[config.mk]
export PLATFORM = sky130hd
export DESIGN_NAME = div3_detect
export DESIGN_NICKNAME = d
export VERILOG_FILES = /design/src/rtl/div3_pkg.sv /design/src/rtl/div3_pair_split.sv /design/src/rtl/div3_norm.sv /design/src/rtl/div3_combine.sv /design/src/rtl/div3_tree.sv /design/src/rtl/div3_verdict.sv /design/src/rtl/div3_detect.sv
export SDC_FILE = /design/constraint.sdc
export NUM_CORES = 1
export LEC_CHECK = 0
export ABC_CLOCK_PERIOD_IN_PS = 2250
export BUFFER_PORTS_ARGS = -buffer_cell sky130_fd_sc_hd__buf_2
export CORE_UTILIZATION = 50
export DETAILED_ROUTE_END_ITERATION = 6
export PLACE_DENSITY = 0.9
export RECOVER_POWER = 50
export SETUP_SLACK_MARGIN = 0.15
export SLEW_MARGIN = 20
export SYNTH_ARGS = -nofsm -noshare
export SYNTH_HDL_FRONTEND = slang
export SYNTH_SLANG_ARGS = --single-unit
[constraint.sdc]
create_clock -name vclk -period 2.25
set_input_delay 0 -clock vclk [all_inputs]
set_output_delay 0 -clock vclk [all_outputs]
set_load 0.01 [all_outputs]
[src/rtl/div3_pkg.sv]
package div3_pkg;

   // Running residue code of one base-four digit or partial sum.
   typedef struct packed {
      logic h;
      logic l;
   } res_t;

   // One-hot form of a residue: remainder one / remainder two.
   typedef struct packed {
      logic two;
      logic one;
   } hot_t;

   // Number of residue codes alive after k merge layers.
   function automatic int layer_count(int pairs, int k);
      int n;
      n = pairs;
      for (int i = 0; i < k; i++) n = (n + 1) / 2;
      return n;
   endfunction

   // Number of merge layers needed to reach a single code.
   function automatic int tree_levels(int pairs);
      int n;
      int lv;
      n  = pairs;
      lv = 0;
      while (n > 1) begin
         n  = (n + 1) / 2;
         lv = lv + 1;
      end
      return lv;
   endfunction

endpackage

[src/rtl/div3_pair_split.sv]
module div3_pair_split
   import div3_pkg::*;
#(
   parameter int WIDTH = 32,
   localparam int PAIRS = (WIDTH + 1) / 2,
   localparam int EXT   = 2 * PAIRS
) (
   input  logic [WIDTH-1:0] din,
   output res_t             pair [PAIRS]
);

   logic [EXT-1:0] padded;

   if (EXT != WIDTH) begin : g_odd
      assign padded = {1'b0, din};
   end else begin : g_even
      assign padded = din;
   end

   for (genvar j = 0; j < PAIRS; j++) begin : g_pair
      assign pair[j].h = padded[2*j+1];
      assign pair[j].l = padded[2*j];
   end

endmodule

[src/rtl/div3_norm.sv]
module div3_norm
   import div3_pkg::*;
(
   input  res_t code,
   output hot_t hot
);

   always_comb begin
      hot.one = code.l & ~code.h;
      hot.two = code.h & ~code.l;
   end

endmodule

[src/rtl/div3_combine.sv]
module div3_combine
   import div3_pkg::*;
(
   input  res_t a,
   input  res_t b,
   output res_t y
);

   hot_t ha;
   hot_t hb;

   div3_norm u_norm_a (.code(a), .hot(ha));
   div3_norm u_norm_b (.code(b), .hot(hb));

   always_comb begin
      y.l = (ha.two & hb.two) | (ha.one ^ hb.one);
      y.h = (ha.one & hb.one) | (ha.two ^ hb.two);
   end

endmodule

[src/rtl/div3_tree.sv]
module div3_tree
   import div3_pkg::*;
#(
   parameter int PAIRS = 16,
   localparam int LEVELS = tree_levels(PAIRS)
) (
   input  res_t leaf [PAIRS],
   output res_t root
);

   if (PAIRS < 1) begin : g_bad_pairs
      $error("div3_tree: PAIRS must be at least 1");
   end

   for (genvar k = 0; k <= LEVELS; k++) begin : g_lvl
      localparam int CNT = layer_count(PAIRS, k);
      res_t node [CNT];

      if (k == 0) begin : g_leaf
         for (genvar j = 0; j < CNT; j++) begin : g_cp
            assign node[j] = leaf[j];
         end
      end else begin : g_merge
         localparam int PREV = layer_count(PAIRS, k - 1);
         for (genvar j = 0; j < CNT; j++) begin : g_node
            if (2*j + 1 < PREV) begin : g_add
               div3_combine u_add (
                  .a(g_lvl[k-1].node[2*j]),
                  .b(g_lvl[k-1].node[2*j+1]),
                  .y(node[j])
               );
            end else begin : g_pass
               assign node[j] = g_lvl[k-1].node[2*j];
            end
         end
      end
   end

   assign root = g_lvl[LEVELS].node[0];

endmodule

[src/rtl/div3_verdict.sv]
module div3_verdict
   import div3_pkg::*;
(
   input  res_t code,
   output logic zero_rem
);

   assign zero_rem = ~(code.h ^ code.l);

endmodule

[src/rtl/div3_detect.sv]
module div3_detect
   import div3_pkg::*;
#(
   parameter int WIDTH = 32,
   localparam int PAIRS = (WIDTH + 1) / 2
) (
   input  logic [WIDTH-1:0] din,
   output logic             is_multiple
);

   if (WIDTH < 1) begin : g_bad_width
      $error("div3_detect: WIDTH must be at least 1");
   end

   res_t pair [PAIRS];
   res_t root;

   div3_pair_split #(.WIDTH(WIDTH)) u_split (
      .din (din),
      .pair(pair)
   );

   div3_tree #(.PAIRS(PAIRS)) u_tree (
      .leaf(pair),
      .root(root)
   );

   div3_verdict u_verdict (
      .code    (root),
      .zero_rem(is_multiple)
   );

endmodule

==> results_dict.tcl, run 1 <==
set metrics [dict create \
    status "finished, violations left" \
    failed_checks "negative setup slack" \
    switchingPower_uw 327 \
    drtPass1Iterations 4 \
    drc 0 \
    tns_ns -0.361 \
    initial_core_util_pct 53.8 \
    drtAntennaViolNets 0 \
    grt_first_pass_wirelength_um 2880 \
    dieArea_mm2 0.00180 \
    synth_warnings 0 \
    internal-power_uw 313 \
    seq_area_frac_synth_pct 0 \
    ios 33 \
    netlist.area_leader.share_pct 45.8 \
    finalCritPeriodShare_pct 116 \
    antennaDiodeCount 0 \
    comb_power_share_pct 100.0 \
    crit_start "din[24]" \
    grt_max_degree 3 \
    hpwl_um 1490 \
    maxCapViolations 0 \
    postCtsSetupBuffers 0 \
    synth_top_family_by_area "adder cells" \
    fp.dieW_um 42.5 \
    routed_via_density 6.58 \
    slew_headroom_pct 81.2 \
    synth_common_cells "32 x nor2b_1, 30 x ha_1, 16 x nor2_1" \
    synthXorXnorAreaFrac_pct 1.07 \
    synth-compound-area-share_pct 12.8 \
    syn2layout_area_growth_pct 65.0 \
    hold_start "din[22]" \
    cp.arrival_ns 2.61 \
    regArea_um2 0 \
    synthAdderAreaFrac_pct 45.8 \
    worst-setup-path-type "in -> out" \
    syn_inst 107 \
    drive_gt1_share_pct 58.6 \
    core_area_mm2 0.00152 \
    io_buffers 33 \
    worst_slack_ns -0.361 \
    placementRows 14 \
    tightest_slew_ns 0.281 \
    grt_pass1_vias 818 \
    antenna_found_initial 0 \
    first_iter_violations 14 \
    hold_violations 0 \
    fin_cells 156 \
    gp_congestion 0.713 \
    max_freq_mhz 383 \
    grt_remaining_overflow 0 \
    rsz0062_at_grt "true" \
    yosys.area.top_type "ha_1" \
    sw_frac_of_total_pct 51.2 \
    ctsHoldBuffers 0 \
    detail_route.wl_per_cell_um 20.4 \
    synthMuxAreaShare_pct 0 \
    slew_violations 0 \
    irDropWorstVdd_v 0.000852 \
    die_h_um 42.5 \
    setup_viol 1 \
    p_per_area_mw_per_mm2 473 \
    cp_max_fo 2 \
    final_nets 204 \
    seq_cell_count 0 \
    syn-num-nets 169 \
    worstSetupStartpointType "input port" \
    place_inst 156 \
    end_kind "output pin" \
    clkPwrFrac_pct 0 \
    wl_um 3190 \
    syn_area_um2 820 \
    hold_path.class "in -> out" \
    cp_data_required_time_ns 2.25 \
    track_usage_pct 19.1 \
    netlist_top_cells_area "ha_1 46%, nor2b_1 24%, o21a_1 13%" \
    syn_avg_cell_area_um2 7.66 \
    yosysMostFrequentCell "nor2b_1" \
    leakage_uw 0.000646 \
    netlist-cell-type-count 6 \
    synthSimpleGateAreaFrac_pct 40.3 \
    vias 1026 \
    fin_crit_ns 2.61 \
    nClkBuffers 0 \
    power_frac_seq_pct 0 \
]
[layout by cell type (no fill, tap or decap), types with 5 or more instances in the layout]
cell type and instances:
buf_2 24, ha_1 20, nor2b_1 18, o21a_1 14, nor2_2 12, nor2b_4 10
nor3_2 9, ha_4 8, buf_6 8, nor3_1 5
[power by group through the flow]
stage,clock [uW],sequential [uW],combinational (uW)
6_report,0,0,640
5_1_grt,0,0,673
4_1_cts,0,0,443
3_5_place_dp,0,0,413
3_3_place_gp,0,0,389
2_1_floorplan,0,0,299
[cell families (layout without fill, tap and decap cells)]
kind of cell	Yosys count	in the layout
simple gates	62	62
buf+inv	0	33
xor+xnor	1	1
fa+ha+maj	30	30
compound gates	14	14
[layout make-up]
class | instances | area [um2]
Timing Repair Buffer | 33 | 218
Tap cell | 16 | 20.0
Fill cell | 73 | 171
Multi-Input combinational cell | 107 | 1110
[metrics by stage]
| step | setup WS [ns] | hold slack (ns) | total power [uW] | utilization [%] | instance area, um2 |
|---|---|---|---|---|---|
| after floorplan | 0.188 | 1.08 | 299 | - | 820 |
| after global placement | -0.0650 | 1.34 | 389 | 65.9 | 1000 |
| after detailed placement | -0.191 | 1.39 | 413 | 65.9 | 1000 |
| after CTS | -0.129 | 1.42 | 443 | 68.2 | 1040 |
| after global routing | -0.492 | 1.56 | 673 | 88.8 | 1350 |
| final | -0.361 | 1.52 | 640 | 88.8 | 1350 |
[what timing repair did]
item,CTS,global route
pin swaps,0,36
endpoints found under the setup margin,1,1
gates resized for setup,10,63
[worst paths after layout]
| path | end | slack (ns) | cells past startpoint |
|---|---|---|---|
| setup / recovery | is_multiple | -0.36 | 14 |
| hold / removal | is_multiple | 1.52 | 12 |
[worst max-delay path, cell delays in order]
cell,delay (ns)
buf_2,0.12
nor2b_1,0.16
ha_2,0.31
nor3_2,0.17
ha_1,0.28
nor2_2,0.16
nor3_2,0.07
ha_1,0.31
nor2_2,0.17
o21a_1,0.17
ha_1,0.24
nor2_2,0.14
xnor2_1,0.13
buf_2,0.15
[routing by layer]
metal,vias up,routed length (um),GRT usage [%]
li1,450,-,-
met2,74,1740,41.2
met1,476,1080,19.5
met5,-,0,0
met4,0,210,2.50
met3,26,155,1.29
No activity file was read; power rests on OpenSTA's default activity.
==> inputs of run 2 (changes only) <==
Settings changed: ABC_CLOCK_PERIOD_IN_PS 2250 to 2500.
Clock period 2.25 ns to 2.5 ns, I/O delays scaled along.
==> run 2 against run 1 <==
Net effect:
- the flow now finishes without violations
- via count down 12%
- flip-flop and latch count did not move
- sequential share of layout area did not move
- global-route usage increased by 1.0 points
- power fell by 11%
- hold slack worse by 0.014 ns
- critical path type unchanged
==> results_dict.tcl, run 2 (synthesis gave the netlist of run 1 again) <==
set metrics [dict create \
    cp_data_required_time_ns 2.50 \
    grt_max_degree 3 \
    maxCapViolations 0 \
    final_nets 205 \
    placed_area_mm2 0.00100 \
    fp.dieW_um 42.5 \
    ios 33 \
    place_inst 156 \
    status "finished, final reports clean" \
    hold_violations 0 \
    slowest_delay_ns 0.28 \
    vias 907 \
    dieArea_mm2 0.00180 \
    path_delay_family "adder cells" \
    grt_remaining_overflow 0 \
    cp.arrival_ns 2.47 \
    core_area_mm2 0.00152 \
    regArea_um2 0 \
    gp_congestion 0.714 \
    post-route-util_pct 91.5 \
    grt_first_pass_wirelength_um 3020 \
    die_h_um 42.5 \
    nFillCells 65 \
    drc 0 \
    cp_max_fo 2 \
    fin_area_mm2 0.00140 \
    slew_headroom_pct 86.9 \
    setup_viol 0 \
    fin_cells 157 \
    slowest_stage "ha_1" \
    fin_crit_ns 2.47 \
    io_buffers 33 \
    rsz0062_at_grt "true" \
    p_per_area_mw_per_mm2 408 \
    hpwl_um 1430 \
    crit_path_cell_trace "buf_2 -> nor2b_2 -> ha_4 -> nor2_4 -> nor3_2 -> ha_1 -> nor2_2 -> buf_4 -> nor3_4 -> ha_4 -> o21a_1 -> ha_1 -> nor2_2 -> xnor2_1 -> buf_2" \
    max_freq_mhz 405 \
    total_power_uw 569 \
    antennaDiodeCount 0 \
    worst-setup-path-type "in -> out" \
    nClkBuffers 0 \
    leakage_uw 0.000642 \
    grt_pass1_vias 838 \
    routed_via_density 5.78 \
    antenna_found_initial 0 \
    critical_path_buf_inv_count 3 \
    drive_gt1_share_pct 63.1 \
    first_iter_violations 5 \
    final_cell_mix "31 x buf_2, 17 x ha_1, 16 x nor2b_1" \
    ctsHoldBuffers 0 \
    track_usage_pct 20.1 \
    drtAntennaViolNets 0 \
    final_common_cell "buf_2" \
    drtPass1Iterations 4 \
    wl_um 2560 \
    whs_ns 1.50 \
    initial_core_util_pct 53.8 \
    finalCritPeriodShare_pct 98.8 \
    end_kind "output pin" \
    detail_route.wl_per_cell_um 16.3 \
    tightest_slew_ns 0.194 \
    slew_violations 0 \
    syn2layout_area_growth_pct 70.2 \
    hold_path.class "in -> out" \
    seq_cell_count 0 \
    placementRows 14 \
    irDropWorstVdd_v 0.000718 \
    worstSetupStartpointType "input port" \
]
-- run 2: cell count changes in the layout (fill, tap and decap cells not counted), moves of 2 or more --
cell / before / now
buf_2: 24 / 31
buf_6: 8 / 2
nor3_4: 0 / 2
ha_1: 20 / 17
ha_4: 8 / 12
nor2b_1: 18 / 16
-- run 2: tightest hold or removal path, cell delays in order --
cell and delay [ns]:
buf_2 0.08, nor2b_1 0.12, ha_1 0.16, o21a_1 0.11, ha_1 0.16, o21a_1 0.18, ha_4 0.14, o21a_1 0.12
ha_1 0.14, nor2_2 0.05, xnor2_1 0.11, buf_2 0.13
-- run 2: what timing repair did --
item / 4_1_cts / 5_1_grt
endpoints found under the setup margin: 1 / 1
pin swaps: 30 / 28
resized for setup: 28 / 44
buffers inserted: 1 / 0
-- run 2: power by group --
group / total, uW / internal, uW / switching [uW]
clock network: 0 / 0 / 0
logic: 569 / 287 / 282
registers: 0 / 0 / 0
total: 569 / 287 / 282
-- run 2: path summary, 6_finish.rpt --
check / start / end / slack [ns] / cells after the start
setup / recovery: din[13] / is_multiple / 0.03 / 15
hold / removal: din[6] / is_multiple / 1.50 / 12
-- run 2: final cells by class --
cell class	instances	area, um2	share of cell area, %
repair buffers	34	185	13.3
multi-input cells	107	1190	85.3
well taps	16	20.0	1.43
-- run 2: stage by stage --
step	worst slack, ns	setup TNS, ns
after CTS	0.153	0
after floorplan	0.438	0
final	0.0306	0
after global placement	0.185	0
after global routing	-0.0895	-0.0895
after detailed placement	0.0867	0
-- run 2: layer usage --
layer | vias to the layer above | share of wire (%) | GRT usage [%]
met4 | 0 | 4.9 | 0
met3 | 10 | 2.1 | 0
met2 | 27 | 55 | 43.4
met5 | - | 0 | 0
li1 | 451 | - | -
met1 | 419 | 38 | 22.4
==> inputs of run 3 (changes only) <==
Settings changed: ABC_CLOCK_PERIOD_IN_PS 2500 to unset, CORE_UTILIZATION 50 to 25, MAX_ROUTING_LAYER set to met4, PLACE_DENSITY 0.9 to 0.55.
==> run 3 against run 2 <==
Net effect:
- final cell count up 17%
- critical endpoint unchanged
- die area is 95% higher
- largest cell class unchanged
- global-route usage decreased by 9.6 points
- highest routed layer is now met3
==> results_dict.tcl, run 3 (synthesis gave the netlist of run 1 again) <==
set metrics [dict create \
    die_h_um 59.3 \
    fin_cells 184 \
    core_area_mm2 0.00308 \
    detail_route.wl_per_cell_um 10.6 \
    seq_cell_count 0 \
    fin_crit_ns 2.39 \
    path_delay_family "adder cells" \
    fin_area_mm2 0.00155 \
    grt_first_pass_wirelength_um 3010 \
    antenna_found_initial 0 \
    worst-setup-path-type "in -> out" \
    drtAntennaViolNets 0 \
    grt_remaining_overflow 0 \
    irDropWorstVdd_v 0.000360 \
    fp.dieW_um 59.3 \
    rsz0062_at_grt "true" \
    hold_path.class "in -> out" \
    hold_violations 0 \
    critical_path_buf_inv_count 2 \
    grt_pass1_vias 786 \
    track_usage_pct 10.5 \
    initial_core_util_pct 26.6 \
    crit_path_cell_trace "buf_2 -> nor2b_1 -> ha_4 -> nor2_4 -> nor3_2 -> ha_1 -> nor2_2 -> nor3_2 -> ha_1 -> nor2_2 -> nor3_2 -> ha_1 -> nor2_1 -> xnor2_1 -> buf_2" \
    p_per_area_mw_per_mm2 347 \
    slew_violations 0 \
    ctsHoldBuffers 0 \
    leakage_uw 0.000699 \
    slew_headroom_pct 86.6 \
    cp.arrival_ns 2.39 \
    worstSetupStartpointType "input port" \
    drive_gt1_share_pct 71.4 \
    final_nets 204 \
    cp_data_required_time_ns 2.50 \
    placed_area_mm2 0.00104 \
    final_common_cell "buf_2" \
    finalCritPeriodShare_pct 95.5 \
    setup_viol 0 \
    ios 33 \
    max_freq_mhz 419 \
    dieArea_mm2 0.00351 \
    drc 0 \
    maxCapViolations 0 \
    drtPass1Iterations 2 \
    cp_max_fo 2 \
    routed_via_density 4.73 \
    nFillCells 288 \
    slowest_delay_ns 0.28 \
    final_cell_mix "23 x buf_2, 20 x nor2b_4, 15 x ha_1" \
    status "finished, final reports clean" \
    slowest_stage "ha_1" \
    placementRows 20 \
    hpwl_um 1350 \
    end_kind "output pin" \
    vias 871 \
    antennaDiodeCount 0 \
    gp_congestion 0.641 \
    io_buffers 33 \
    first_iter_violations 5 \
    place_inst 184 \
    grt_max_degree 3 \
    post-route-util_pct 50.3 \
    multi_input_area_mm2 0.00127 \
    wl_um 1950 \
    nClkBuffers 0 \
    tightest_slew_ns 0.199 \
    regArea_um2 0 \
    syn2layout_area_growth_pct 89.0 \
]
-- run 3: final cells by class --
| class | count | area share (%) |
|---|---|---|
| Multi-Input combinational cell | 107 | 82.0 |
| Tap cell | 44 | 3.55 |
| Timing Repair Buffer | 33 | 14.5 |
-- run 3: power breakdown --
part           internal, uW  switching (uW)
Clock                     0               0
Sequential                0               0
Combinational           286             252
Total                   286             252
-- run 3: repair_timing --
action | 4_1_cts | 5_1_grt
endpoints found under the hold margin | 0 | 0
cloned | 0 | 0
endpoints found under the setup margin | 1 | 1
pin swaps | 33 | 30
resized for setup | 45 | 50
setup buffers | 0 | 0
-- run 3: path summary, 6_finish.rpt --
check,start,slack (ns),depth (start not counted),end
setup / recovery,din[22],0.11,15,is_multiple
hold / removal,din[24],1.46,12,is_multiple
-- run 3: layer usage --
| metal | track usage (%) | part of all wire, % | up-vias | wire, um |
|---|---|---|---|---|
| met2 | 20.7 | 58 | 17 | 1140 |
| li1 | - | - | 455 | - |
| met1 | 12.6 | 39 | 399 | 766 |
| met4 | 0 | 0 | 0 | 0 |
| met3 | 0 | 2.3 | 0 | 44 |
| met5 | - | 0 | - | 0 |
-- run 3: metrics by stage --
stage / total power, uW / TNS (ns) / hold WS [ns] / worst slack, ns
global route: 599 / -0.0184 / 1.55 / -0.0184
global placement: 359 / 0 / 1.36 / 0.153
CTS: 440 / 0 / 1.42 / 0.137
finish: 538 / 0 / 1.46 / 0.111
floorplan: 269 / 0 / 1.08 / 0.438
detailed placement: 368 / 0 / 1.37 / 0.0917
